## src/rtl/dch_pkg.sv

```systemverilog
package dch_pkg;
   typedef enum logic {
      ORD_MSB_FIRST = 1'b0,
      ORD_LSB_FIRST = 1'b1
   } bit_order_t;
endpackage

```

## src/rtl/dch_slot_timer.sv

```systemverilog
module dch_slot_timer
   import dch_pkg::*;
#(
   parameter int SLOTS_PER_FRAME = 2,
   parameter int FRAMES_PER_BYTE = 4
) (
   input  logic       clk,
   input  logic       rst_n,
   input  logic       frame_sync,
   input  logic       d_slot,
   input  logic       mode_lsb_first,
   output logic       take,
   output logic       grp_start,
   output logic       grp_end,
   output bit_order_t order_eff
);
   localparam int BYTE_W = SLOTS_PER_FRAME * FRAMES_PER_BYTE;
   localparam int SLOT_W = $clog2(SLOTS_PER_FRAME + 1);
   localparam int BIT_W  = (BYTE_W > 1) ? $clog2(BYTE_W) : 1;
   localparam logic [BIT_W-1:0]  LAST_BIT = BIT_W'(BYTE_W - 1);
   localparam logic [SLOT_W-1:0] SLOT_LIM = SLOT_W'(SLOTS_PER_FRAME);

   generate
      if (SLOTS_PER_FRAME < 1) begin : g_bad_slots
         $error("SLOTS_PER_FRAME must be at least 1");
      end
      if (FRAMES_PER_BYTE < 1) begin : g_bad_frames
         $error("FRAMES_PER_BYTE must be at least 1");
      end
      if (BYTE_W < 2) begin : g_bad_width
         $error("a byte needs at least two bits");
      end
   endgenerate

   logic [SLOT_W-1:0] slot_cnt;
   logic [BIT_W-1:0]  bit_pos;
   bit_order_t        grp_order;
   logic              room;

   assign room      = frame_sync || (slot_cnt < SLOT_LIM);
   assign take      = d_slot && room;
   assign grp_start = take && (bit_pos == '0);
   assign grp_end   = take && (bit_pos == LAST_BIT);
   assign order_eff = (bit_pos == '0) ? bit_order_t'(mode_lsb_first) : grp_order;

   always_ff @(posedge clk) begin
      if (!rst_n) begin
         slot_cnt <= '0;
      end else if (frame_sync) begin
         slot_cnt <= d_slot ? SLOT_W'(1) : '0;
      end else if (take) begin
         slot_cnt <= slot_cnt + SLOT_W'(1);
      end
   end

   always_ff @(posedge clk) begin
      if (!rst_n) begin
         bit_pos <= '0;
      end else if (take) begin
         bit_pos <= (bit_pos == LAST_BIT) ? '0 : bit_pos + BIT_W'(1);
      end
   end

   always_ff @(posedge clk) begin
      if (!rst_n) begin
         grp_order <= ORD_MSB_FIRST;
      end else if (grp_start) begin
         grp_order <= bit_order_t'(mode_lsb_first);
      end
   end

   // never more slots counted than a frame holds
   a_r8_slot_limit: assert property (@(posedge clk) disable iff (!rst_n)
      slot_cnt <= SLOT_LIM);

   // the latched order stays put while a group is in progress
   a_r7_order_hold: assert property (@(posedge clk) disable iff (!rst_n)
      (bit_pos != '0) |=> $stable(grp_order));
endmodule

```

## src/rtl/dch_rx_assembler.sv

```systemverilog
module dch_rx_assembler
   import dch_pkg::*;
#(
   parameter int BYTE_W = 8
) (
   input  logic              clk,
   input  logic              rst_n,
   input  logic              take,
   input  logic              grp_end,
   input  bit_order_t        order_eff,
   input  logic              line_rx,
   input  logic              rx_read,
   output logic [BYTE_W-1:0] rx_data,
   output logic              rx_valid,
   output logic              rx_overrun
);
   logic [BYTE_W-1:0] shreg;
   logic [BYTE_W-1:0] shreg_nxt;
   logic              rx_full;

   always_comb begin
      if (order_eff == ORD_LSB_FIRST) begin
         shreg_nxt = {line_rx, shreg[BYTE_W-1:1]};
      end else begin
         shreg_nxt = {shreg[BYTE_W-2:0], line_rx};
      end
   end

   always_ff @(posedge clk) begin
      if (!rst_n) begin
         shreg <= '0;
      end else if (take) begin
         shreg <= shreg_nxt;
      end
   end

   always_ff @(posedge clk) begin
      if (!rst_n) begin
         rx_data    <= '0;
         rx_valid   <= 1'b0;
         rx_full    <= 1'b0;
         rx_overrun <= 1'b0;
      end else begin
         rx_valid <= grp_end;
         if (grp_end) begin
            rx_data <= shreg_nxt;
         end
         if (grp_end) begin
            rx_full <= 1'b1;
         end else if (rx_read) begin
            rx_full <= 1'b0;
         end
         if (grp_end && rx_full && !rx_read) begin
            rx_overrun <= 1'b1;
         end else if (rx_read) begin
            rx_overrun <= 1'b0;
         end
      end
   end

   // the strobe never lasts two cycles
   a_r4_valid_pulse: assert property (@(posedge clk) disable iff (!rst_n)
      rx_valid |=> !rx_valid);

   // overrun only rises when an unread byte was held
   a_r6_overrun_cause: assert property (@(posedge clk) disable iff (!rst_n)
      $rose(rx_overrun) |-> $past(rx_full));
endmodule

```

## src/rtl/dch_tx_disassembler.sv

```systemverilog
module dch_tx_disassembler
   import dch_pkg::*;
#(
   parameter int   BYTE_W   = 8,
   parameter logic IDLE_BIT = 1'b1
) (
   input  logic              clk,
   input  logic              rst_n,
   input  logic              take,
   input  logic              grp_start,
   input  bit_order_t        order_eff,
   input  logic [BYTE_W-1:0] tx_data,
   input  logic              tx_load,
   output logic              tx_ready,
   output logic              line_tx
);
   localparam logic [BYTE_W-1:0] IDLE_WORD = {BYTE_W{IDLE_BIT}};

   logic [BYTE_W-1:0] hold;
   logic              pending;
   logic [BYTE_W-1:0] shreg;
   logic [BYTE_W-1:0] word;
   logic              cur_bit;

   assign word     = grp_start ? (pending ? hold : IDLE_WORD) : shreg;
   assign cur_bit  = (order_eff == ORD_LSB_FIRST) ? word[0] : word[BYTE_W-1];
   assign line_tx  = take ? cur_bit : IDLE_BIT;
   assign tx_ready = !pending;

   always_ff @(posedge clk) begin
      if (!rst_n) begin
         hold    <= '0;
         pending <= 1'b0;
      end else if (tx_load) begin
         hold    <= tx_data;
         pending <= 1'b1;
      end else if (grp_start) begin
         pending <= 1'b0;
      end
   end

   always_ff @(posedge clk) begin
      if (!rst_n) begin
         shreg <= IDLE_WORD;
      end else if (take) begin
         if (order_eff == ORD_LSB_FIRST) begin
            shreg <= {IDLE_BIT, word[BYTE_W-1:1]};
         end else begin
            shreg <= {word[BYTE_W-2:0], IDLE_BIT};
         end
      end
   end

   // a write always leaves a byte pending afterwards
   a_r10_load_wins: assert property (@(posedge clk) disable iff (!rst_n)
      tx_load |=> !tx_ready);
endmodule

```

## src/rtl/dch_byte_engine.sv

```systemverilog
module dch_byte_engine
   import dch_pkg::*;
#(
   parameter int SLOTS_PER_FRAME = 2,
   parameter int FRAMES_PER_BYTE = 4,
   localparam int BYTE_W = SLOTS_PER_FRAME * FRAMES_PER_BYTE
) (
   input  logic              clk,
   input  logic              rst_n,
   input  logic              mode_lsb_first,
   input  logic              frame_sync,
   input  logic              d_slot,
   input  logic              line_rx,
   output logic              line_tx,
   input  logic [BYTE_W-1:0] tx_data,
   input  logic              tx_load,
   output logic              tx_ready,
   output logic [BYTE_W-1:0] rx_data,
   output logic              rx_valid,
   input  logic              rx_read,
   output logic              rx_overrun
);
   logic       take;
   logic       grp_start;
   logic       grp_end;
   bit_order_t order_eff;

   dch_slot_timer #(
      .SLOTS_PER_FRAME(SLOTS_PER_FRAME),
      .FRAMES_PER_BYTE(FRAMES_PER_BYTE)
   ) u_timer (
      .clk           (clk),
      .rst_n         (rst_n),
      .frame_sync    (frame_sync),
      .d_slot        (d_slot),
      .mode_lsb_first(mode_lsb_first),
      .take          (take),
      .grp_start     (grp_start),
      .grp_end       (grp_end),
      .order_eff     (order_eff)
   );

   dch_rx_assembler #(.BYTE_W(BYTE_W)) u_rx (
      .clk       (clk),
      .rst_n     (rst_n),
      .take      (take),
      .grp_end   (grp_end),
      .order_eff (order_eff),
      .line_rx   (line_rx),
      .rx_read   (rx_read),
      .rx_data   (rx_data),
      .rx_valid  (rx_valid),
      .rx_overrun(rx_overrun)
   );

   dch_tx_disassembler #(.BYTE_W(BYTE_W), .IDLE_BIT(1'b1)) u_tx (
      .clk      (clk),
      .rst_n    (rst_n),
      .take     (take),
      .grp_start(grp_start),
      .order_eff(order_eff),
      .tx_data  (tx_data),
      .tx_load  (tx_load),
      .tx_ready (tx_ready),
      .line_tx  (line_tx)
   );

   // outside D slots the line rests high
   a_r5_idle_outside_slot: assert property (@(posedge clk) disable iff (!rst_n)
      !d_slot |-> line_tx);

   // right after reset nothing is pending or flagged
   a_r11_reset_clean: assert property (@(posedge clk)
      !rst_n |=> (tx_ready && !rx_valid && !rx_overrun));
endmodule

```

## config.mk

```make
export PLATFORM = sky130hd
export DESIGN_NAME = dch_byte_engine
export DESIGN_NICKNAME = d
export VERILOG_FILES = /design/src/rtl/dch_pkg.sv /design/src/rtl/dch_slot_timer.sv /design/src/rtl/dch_rx_assembler.sv /design/src/rtl/dch_tx_disassembler.sv /design/src/rtl/dch_byte_engine.sv
export SDC_FILE = /design/constraint.sdc
export NUM_CORES = 1
export LEC_CHECK = 0
export ABC_AREA = 1
export BUFFER_PORTS_ARGS = -buffer_cell sky130_fd_sc_hd__buf_4
export CORE_UTILIZATION = 45
export CTS_CLUSTER_DIAMETER = 80
export DETAILED_ROUTE_END_ITERATION = 7
export GPL_TIMING_DRIVEN = 0
export HOLD_SLACK_MARGIN = 0.03
export PLACE_DENSITY = 0.65
export SKIP_LAST_GASP = 1
export SYNTH_ARGS = -nofsm -noshare
export SYNTH_HDL_FRONTEND = slang
export SYNTH_SLANG_ARGS = --single-unit
```

## constraint.sdc

```tcl
create_clock -name clk -period 1.7 [get_ports clk]
set_input_delay 0.17 -clock clk [delete_from_list [all_inputs] [get_ports clk]]
set_output_delay 0.17 -clock clk [all_outputs]
set_load 0.02 [all_outputs]
```

=== Yosys cells after proc, flatten, opt, wreduce, memory -nomap -nowiden ===
Index checks and enable logic that the tools add are counted.

* ROM bits: 0
* Bits of input ports: 16
* Memories kept: 0
* Bits in registers: 42
* Latch bits: 0
* Word-level logic and storage cells: 44
* Bits in writable memories: 0

* Bitwise gates (word level): 0
* Reductions and logical operators: 13
* $mul: 0
* Divide/modulo/power cells: 0
* $lt $le $gt $ge: 1
* Eq/ne operators: 1
* Mux-type cells: 16
* Shifts and indexed selects: 0
* Add/sub/neg operators: 2

{| class="wikitable"
|+ Operator list
! cell !! number
|-
| 2-to-1 mux 8 bit || 4
|-
| 2-to-1 mux 1 bit || 9
|-
| nonzero test 2 bit || 4
|-
| logical AND 1 bit || 5
|-
| 2-to-1 mux 2 bit || 2
|-
| adder 3 x 1 -> 3 bit, second input constant || 1
|-
| equality test 3 bit, second input constant || 1
|-
| logical NOT 3 bit || 1
|-
| 2-to-1 mux 3 bit || 1
|-
| adder 2 x 1 -> 2 bit, second input constant || 1
|-
| logical NOT 1 bit || 2
|-
| less-than comparator 2 bit, second input constant || 1
|-
| logical OR 1 bit || 1
|}

=== Logic depth before layout (Yosys ltp) ===
Gate-level depths: netlist of run 1.

* Depth after elaboration: 7
* Gate-level depth with buffers: 12
* Gate-level depth less buffers: 11

=== Hierarchy ===
Synthesis of run 1 repeated with hierarchy kept, for this count alone.

* Cells, all modules: 304
* Area, all modules: 2,082.0 um^2

{| class="wikitable"
|+ Modules (own cells, without submodules)
! module !! times used !! sequential area each (um^2) !! cells an instance !! area an instance (um^2)
|-
| dch_tx_disassembler || 1 || 340.3 || 128 || 887.1
|-
| dch_rx_assembler || 1 || 380.4 || 131 || 858.3
|-
| dch_slot_timer || 1 || 120.1 || 45 || 336.6
|}

=== Worst setup path before layout of run 1 ===
No wires, ideal clock.

* Kind: register -> output
* From: register u_timer.bit_pos[0]
* To: output port line_tx
* Data arrival time: 1.386 ns
* Path buffers: 1
* Cell stages (with the launch flop): 11
* Slack: 0.144 ns
* Required time: 1.530 ns
* Cell sequence: dfxtp_1 > inv_1 > ha_1 > inv_1 > nor2_4 > nand3_2 > buf_4 > nand2_1 > nand2_1 > nand2_1 > nand3_1

* Longest elaborated chain between the ends: 5

{| class="wikitable"
|+ Ends and longest elaborated chain
! element !! RTL line !! RTL
|-
| start, declared || dch_slot_timer.sv:36 || <nowiki>logic [BIT_W-1:0] bit_pos;</nowiki>
|-
| start signal, assigned || dch_slot_timer.sv:60 || <nowiki>bit_pos <= (bit_pos == LAST_BIT) ? '0 : bit_pos + BIT_W'(1);</nowiki>
|-
| logical NOT 3 bit (*) || dch_slot_timer.sv:42, dch_slot_timer.sv:44 ||
|-
| logical AND 1 bit || dch_slot_timer.sv:42 || <nowiki>assign grp_start = take && (bit_pos == '0);</nowiki>
|-
| 2-to-1 mux 8 bit || dch_tx_disassembler.sv:25 || <nowiki>assign word = grp_start ? (pending ? hold : IDLE_WORD) : shreg;</nowiki>
|-
| 2-to-1 mux 1 bit (*) || dch_tx_disassembler.sv:26 || <nowiki>assign cur_bit = (order_eff == ORD_LSB_FIRST) ? word[0] : word[BYTE_W-1];</nowiki>
|-
| 2-to-1 mux 1 bit (*) || dch_tx_disassembler.sv:27 || <nowiki>assign line_tx = take ? cur_bit : IDLE_BIT;</nowiki>
|-
| end, declared || dch_byte_engine.sv:14 || <nowiki>output logic line_tx,</nowiki>
|}

Mark *: on every way between the ends. The rest lies on a longest branch, timed or not.

=== Worst setup path in the final report of run 1 ===
* From: register u_timer.bit_pos[1]
* To: output port line_tx

Same word-level chain as after synthesis.

==> results.py, run 1 <==
metrics = {
    "die": {
        "fp-row-count": 23,
        "dieArea_mm2": 0.00461,
        "die_width_um": 67.9,
        "coreArea_mm2": 0.00409,
        "ioPinCount": 28,
        "start_util": 0.478,
        "die_h_um": 67.9,
    },
    "cts": {
        "clock_sinks": 42,
        "cts_buffers": 5,
        "cts_hold_buf": 0,
        "htreeDepth": 2,
        "clk_latency_ns": 0.29,
        "clk_pin_slew_worst_paths_ns": 0.08,
        "cts_root_buffer": "clkbuf_8",
        "cts_buffer_depth": 2,
        "cts_tree": "yes",
    },
    "synth": {
        "yosysTopAreaCell": "dfxtp_1",
        "synth-async-reset-ratio": 0,
        "ys_warn_count": 0,
        "synth.top_cells.by_count": "57 x nand2_1, 42 x dfxtp_1, 36 x nand3_1",
        "synth_nets": 289,
        "seq_area_frac_synth": 0.430,
        "synth_top_area_frac": 0.430,
        "synth-edff-count": 0,
        "synth_cell_types": 23,
        "synth-main-ff-cell": "dfxtp_1",
        "synth_cells": 270,
        "avgSynthCellArea_um2": 7.24,
        "synth_area_mm2": 0.00195,
        "ys_ff_latch": 42,
        "synth_area_leaders": "dfxtp_1 43%, nand2_1 11%, nand3_1 9.2%, inv_1 6.5%, a21oi_1 6.1%",
        "yosysMostFrequentCell": "nand2_1",
    },
    "run_status": {
        "violations": "negative setup slack",
        "status": "finished with violations",
    },
    "layout": {
        "utilization": 0.621,
        "antenna_cells": 0,
        "stdcell_count": 371,
        "fillerInstances": 388,
        "fin_nets": 340,
        "design_area_mm2": 0.00254,
        "drive_above_1_share": 0.290,
        "area_growth_pct": 29.9,
    },
    "worst_setup_path": {
        "startpoint": "u_timer.bit_pos[1]",
        "rr_startpoint": "u_timer.bit_pos[1]",
        "critPathRequiredTime_ns": 1.53,
        "rr_worst_depth": 14,
        "cp_max_fo": 2,
        "critPathLaunchType": "register",
        "end_kind": "primary output",
        "cp_data_arrival_time_ns": 1.56,
        "path_class": "register to primary output",
    },
    "power": {
        "p_int_mw": 1.80,
        "swShare": 0.281,
        "p_comb_frac": 0.245,
        "powerDensity_mw_per_mm2": 984,
        "power.static_leakage_nw": 1.22,
        "netSwitchingPower_mw": 0.702,
        "ir_drop_uv": 563,
        "p_seq_frac": 0.434,
        "clkPwrFrac": 0.321,
    },
    "timing": {
        "fmax_ghz": 0.579,
        "rsz0062_at_grt": "yes",
        "worstMarginPinSlew_ns": 0.479,
        "fin_ws_ns": -0.0284,
        "tns_ns": -0.0284,
        "min_period_over_period": 1.02,
        "setup_viol": 1,
        "finClkSkew_ns": 0.00244,
        "hold_viol": 0,
        "period_needed_ns": 1.73,
        "relSlewSlack": 0.680,
        "slew_violations": 0,
    },
    "global_routing": {
        "grt_overflow": 0,
        "grt.total_usage": 0.230,
        "antenna_found_initial": 0,
        "grt_max_degree": 13,
        "grt_pass1_wl_um": 7690,
        "grt_pass1_vias": 1703,
    },
    "detailed_routing": {
        "avgViaCountPerCell": 4.96,
        "wl_per_cell_um": 12.3,
        "drt_first_pass_iters": 4,
        "ant_nets": 0,
        "drt_drc_violations_left": 0,
        "drt-initial-drc-count": 69,
        "drt-total-wl_um": 4580,
        "vias": 1842,
    },
    "worst_hold_path": {
        "hold_depth": 3,
        "hold_class": "input port to register",
        "hold_start": "tx_data[6]",
    },
    "place": {
        "dp_hpwl_um": 3020,
        "place_congestion": 0.816,
        "dp_slack_ns": -0.0668,
        "dp.cells": 347,
        "placed_area_mm2": 0.00222,
        "portBuffers": 27,
    },
    "run": {
        "cap_violations": 0,
    },
}
## cells in the final DEF, fill, tap and decap left out, types with 2 or more instances in the layout
cell / count
buf_4: 43
buf_2: 4
nor2_1: 15
nor2_4: 2
o21ai_2: 5
clkbuf_8: 6
buf_6: 3
o21ai_0: 18
a21oi_1: 24
nand3_2: 3
nand3_1: 34
nand2_4: 3
a211oi_1: 2
ha_1: 2
dfxtp_2: 2
nand2_2: 5
inv_1: 31
buf_8: 2
inv_2: 3
nand2_1: 54
clkbuf_1: 3
o21ai_1: 4
dfxtp_1: 40
or2_2: 7
## area by class of cell
type                    count  area [um2]  area share
repair buffers             45         349       0.138
multi-input cells         182         971       0.382
inverters                  34         128      0.0503
well taps                  50        62.6      0.0246
plain buffers              11        72.6      0.0286
clock inverters             1        30.0      0.0118
clock buffers               6        82.6      0.0325
flip-flops and latches     42         843       0.332
## worst paths after layout
path / to / slack [ns]
max: line_tx / -0.03
min: u_tx.hold[6] / 0.1
max reg2reg: u_tx.shreg[1] / 0.02
min reg2reg: u_rx.rx_overrun / 0.46
## layer usage
metal | vias to the layer above | share of wire | global-route usage
met5 | - | 0 | 0
met4 | 0 | 0.026 | 0.117
met3 | 13 | 0.041 | 0.0617
met2 | 41 | 0.45 | 0.349
met1 | 819 | 0.49 | 0.297
li1 | 969 | - | -
## state kept, by name (all words and copies together), names as in the netlist
register           cells
u_rx.rx_data           8
u_rx.shreg             8
u_tx.hold              8
u_tx.shreg             8
u_timer.bit_pos        3
u_timer.slot_cnt       2
u_rx.rx_full           1
u_rx.rx_overrun        1
u_rx.rx_valid          1
u_timer.grp_order      1
u_tx.pending           1
## logic make-up after synthesis
group	count (synthesis)	share of synthesized area
adder cells (fa/ha/maj)	3	0.0192
AND/OR/NAND/NOR	124	0.290
flip-flops	42	0.430
buffers and inverters	46	0.102
AO/OA/AOI/OAI	55	0.158
## critical path: stages, from the launching register on
cell and delay (ns):
dfxtp_2 0.33, inv_2 0.07, ha_4 0.14, inv_2 0.04, nor2_4 0.10, buf_6 0.12, buf_6 0.10, nand3_2 0.07
nand2_1 0.07, nand2_1 0.06, nand3_2 0.06, buf_6 0.11
## timing repair
action | 4_1_cts | 5_1_grt
resized for setup | 22 | 2
buffers inserted | 18 | 0
endpoints found under the setup margin | 1 | 4
pin swaps | 7 | 3
## power groups by stage
stage	logic (mW)	registers (mW)	clock network (mW)
after global routing	0.682	1.09	0.867
after detailed placement	0.475	1.10	0
after CTS	0.603	1.08	0.826
after global placement	0.475	1.10	0
final	0.612	1.08	0.802
after floorplan	0.359	1.10	0
## through the flow
| stage | power, mW | hold WS, ns |
|---|---|---|
| after floorplan | 1.45 | 0.305 |
| after global placement | 1.58 | 0.390 |
| after detailed placement | 1.58 | 0.397 |
| after CTS | 2.51 | 0.0881 |
| after global routing | 2.64 | 0.108 |
| final | 2.50 | 0.0986 |
(Power assumes the default switching activity.)
==> run 2: changes to the inputs <==
Clock period 1.7 ns to 1.88 ns, I/O delays scaled along.
==> run 2 against run 1 <==
Effect of this change:
- the flow now finishes without violations
- via count is 0.98% lower
- global-route usage fell by 1.4 points
- critical endpoint unchanged
- first-iteration DRC count grew 52%
- largest cell class unchanged
- critical path depth shrank 2
- register-to-register slack improved by 0.18 ns
==> results.py, run 2 (synthesis results as in run 1) <==
metrics = {
    "run_status": {
        "status": "complete, no violations",
    },
    "global_routing": {
        "grt_max_degree": 16,
        "grt_pass1_vias": 1621,
        "grt.total_usage": 0.215,
        "grt_pass1_wl_um": 7260,
        "grt_overflow": 0,
        "antenna_found_initial": 0,
    },
    "die": {
        "dieArea_mm2": 0.00461,
        "die_width_um": 67.9,
        "start_util": 0.478,
        "fp-row-count": 23,
        "die_h_um": 67.9,
        "ioPinCount": 28,
        "coreArea_mm2": 0.00409,
    },
    "detailed_routing": {
        "wl_per_cell_um": 12.1,
        "avgViaCountPerCell": 5.01,
        "ant_nets": 0,
        "drt_first_pass_iters": 4,
        "vias": 1824,
        "drt-total-wl_um": 4410,
        "drt-initial-drc-count": 105,
        "drt_drc_violations_left": 0,
    },
    "layout": {
        "area_growth_pct": 25.4,
        "design_area_mm2": 0.00245,
        "layout_commonest_cell": "nand2_1",
        "antenna_cells": 0,
        "drive_above_1_share": 0.261,
        "fin_nets": 333,
        "final_cell_mix": "57 x nand2_1, 40 x dfxtp_1, 38 x buf_4",
    },
    "cts": {
        "cts_buffer_depth": 2,
        "clk_latency_ns": 0.29,
        "htreeDepth": 2,
        "cts_root_buffer": "clkbuf_8",
        "cts_buffers": 5,
        "cts_tree": "yes",
        "clk_pin_slew_worst_paths_ns": 0.08,
        "clock_sinks": 42,
        "cts_hold_buf": 0,
    },
    "power": {
        "finalPower_mw": 2.20,
        "ir_drop_uv": 504,
        "powerDensity_mw_per_mm2": 897,
        "power.static_leakage_nw": 1.18,
    },
    "timing": {
        "finClkSkew_ns": 0.00271,
        "worstMarginPinSlew_ns": 0.489,
        "period_needed_ns": 1.82,
        "hold_viol": 0,
        "min_period_over_period": 0.969,
        "relSlewSlack": 0.674,
        "slew_violations": 0,
        "fmax_ghz": 0.549,
        "setup_viol": 0,
    },
    "place": {
        "placed_area_mm2": 0.00222,
        "dp_hpwl_um": 3020,
        "place_congestion": 0.816,
        "portBuffers": 27,
    },
    "worst_setup_path": {
        "critPathLaunchType": "register",
        "path_class": "register to primary output",
        "cp_max_fo": 8,
        "cp_data_arrival_time_ns": 1.63,
        "rr_endpoint": "u_rx.shreg[6]",
        "rr_startpoint": "u_timer.bit_pos[0]",
        "reg2reg_setup_slack_ns": 0.20,
        "critPathRequiredTime_ns": 1.69,
        "end_kind": "primary output",
        "rr_worst_depth": 13,
    },
    "run": {
        "cap_violations": 0,
    },
    "worst_hold_path": {
        "hold_depth": 3,
        "hold_class": "input port to register",
        "whs_endpoint": "u_tx.hold[6]",
        "hold_start": "tx_data[6]",
    },
}
==> run 2: repair_timing <==
action	4_1_cts	5_1_grt
gates resized for setup	10	5
setup endpoints to repair	1	1
pin swaps	2	4
endpoints found under the hold margin	0	0
setup buffers	6	6
==> run 2: cell type report <==
type                    instances  area, um2
fillers                       398       1640
multi-input cells             182        950
flip-flops and latches         42        843
clock buffers                   6       82.6
repair buffers                 39        300
clock inverters                 1       30.0
inverters                      34        128
well taps                      50       62.6
plain buffers                  10       53.8
==> run 2: worst max-delay path, stage by stage (launching register included) <==
cell and delay [ns]:
dfxtp_2 0.34, inv_2 0.05, ha_4 0.15, buf_4 0.13, nand2_2 0.12, nand2_1 0.12, o21ai_4 0.13, nand2_1 0.11
nand3_2 0.07, buf_6 0.11
==> run 2: metal layers <==
layer	global-route usage	vias up	share of wire
met5	0	-	0
met4	0.0885	0	0.010
met3	0.0567	5	0.039
met2	0.324	37	0.45
met1	0.290	829	0.50
li1	-	953	-
==> run 2: worst max-delay path by stage <==
stage | cells past startpoint | startpoint | slack [ns] | endpoint
finish | 9 | u_timer.bit_pos[0] | 0.06 | line_tx
global route | 9 | u_timer.bit_pos[0] | -0.03 | line_tx
CTS | 11 | u_timer.bit_pos[0] | 0.02 | line_tx
detailed placement | 11 | u_timer.bit_pos[0] | 0.1 | line_tx
global placement | 11 | u_timer.bit_pos[0] | 0.10 | line_tx
floorplan | 10 | u_timer.bit_pos[0] | 0.31 | line_tx
==> run 2: power by group <==
group,leakage (nW),internal (mW),switching (mW),total (mW)
Combinational,0.776,0.212,0.283,0.494
Clock,0.0573,0.425,0.301,0.726
Sequential,0.347,0.947,0.0302,0.978
Total,1.18,1.58,0.614,2.20
==> run 2: through the flow <==
step / setup TNS [ns] / util / instances / worst slack [ns] / hold WS [ns]
after floorplan: 0 / - / 270 / 0.306 / 0.323
after global placement: 0 / 0.543 / 347 / 0.105 / 0.408
after detailed placement: 0 / 0.543 / 347 / 0.0952 / 0.415
after CTS: 0 / 0.585 / 359 / 0.0154 / 0.106
after global routing: -0.0304 / 0.600 / 364 / -0.0304 / 0.127
final: 0 / 0.600 / 364 / 0.0577 / 0.113
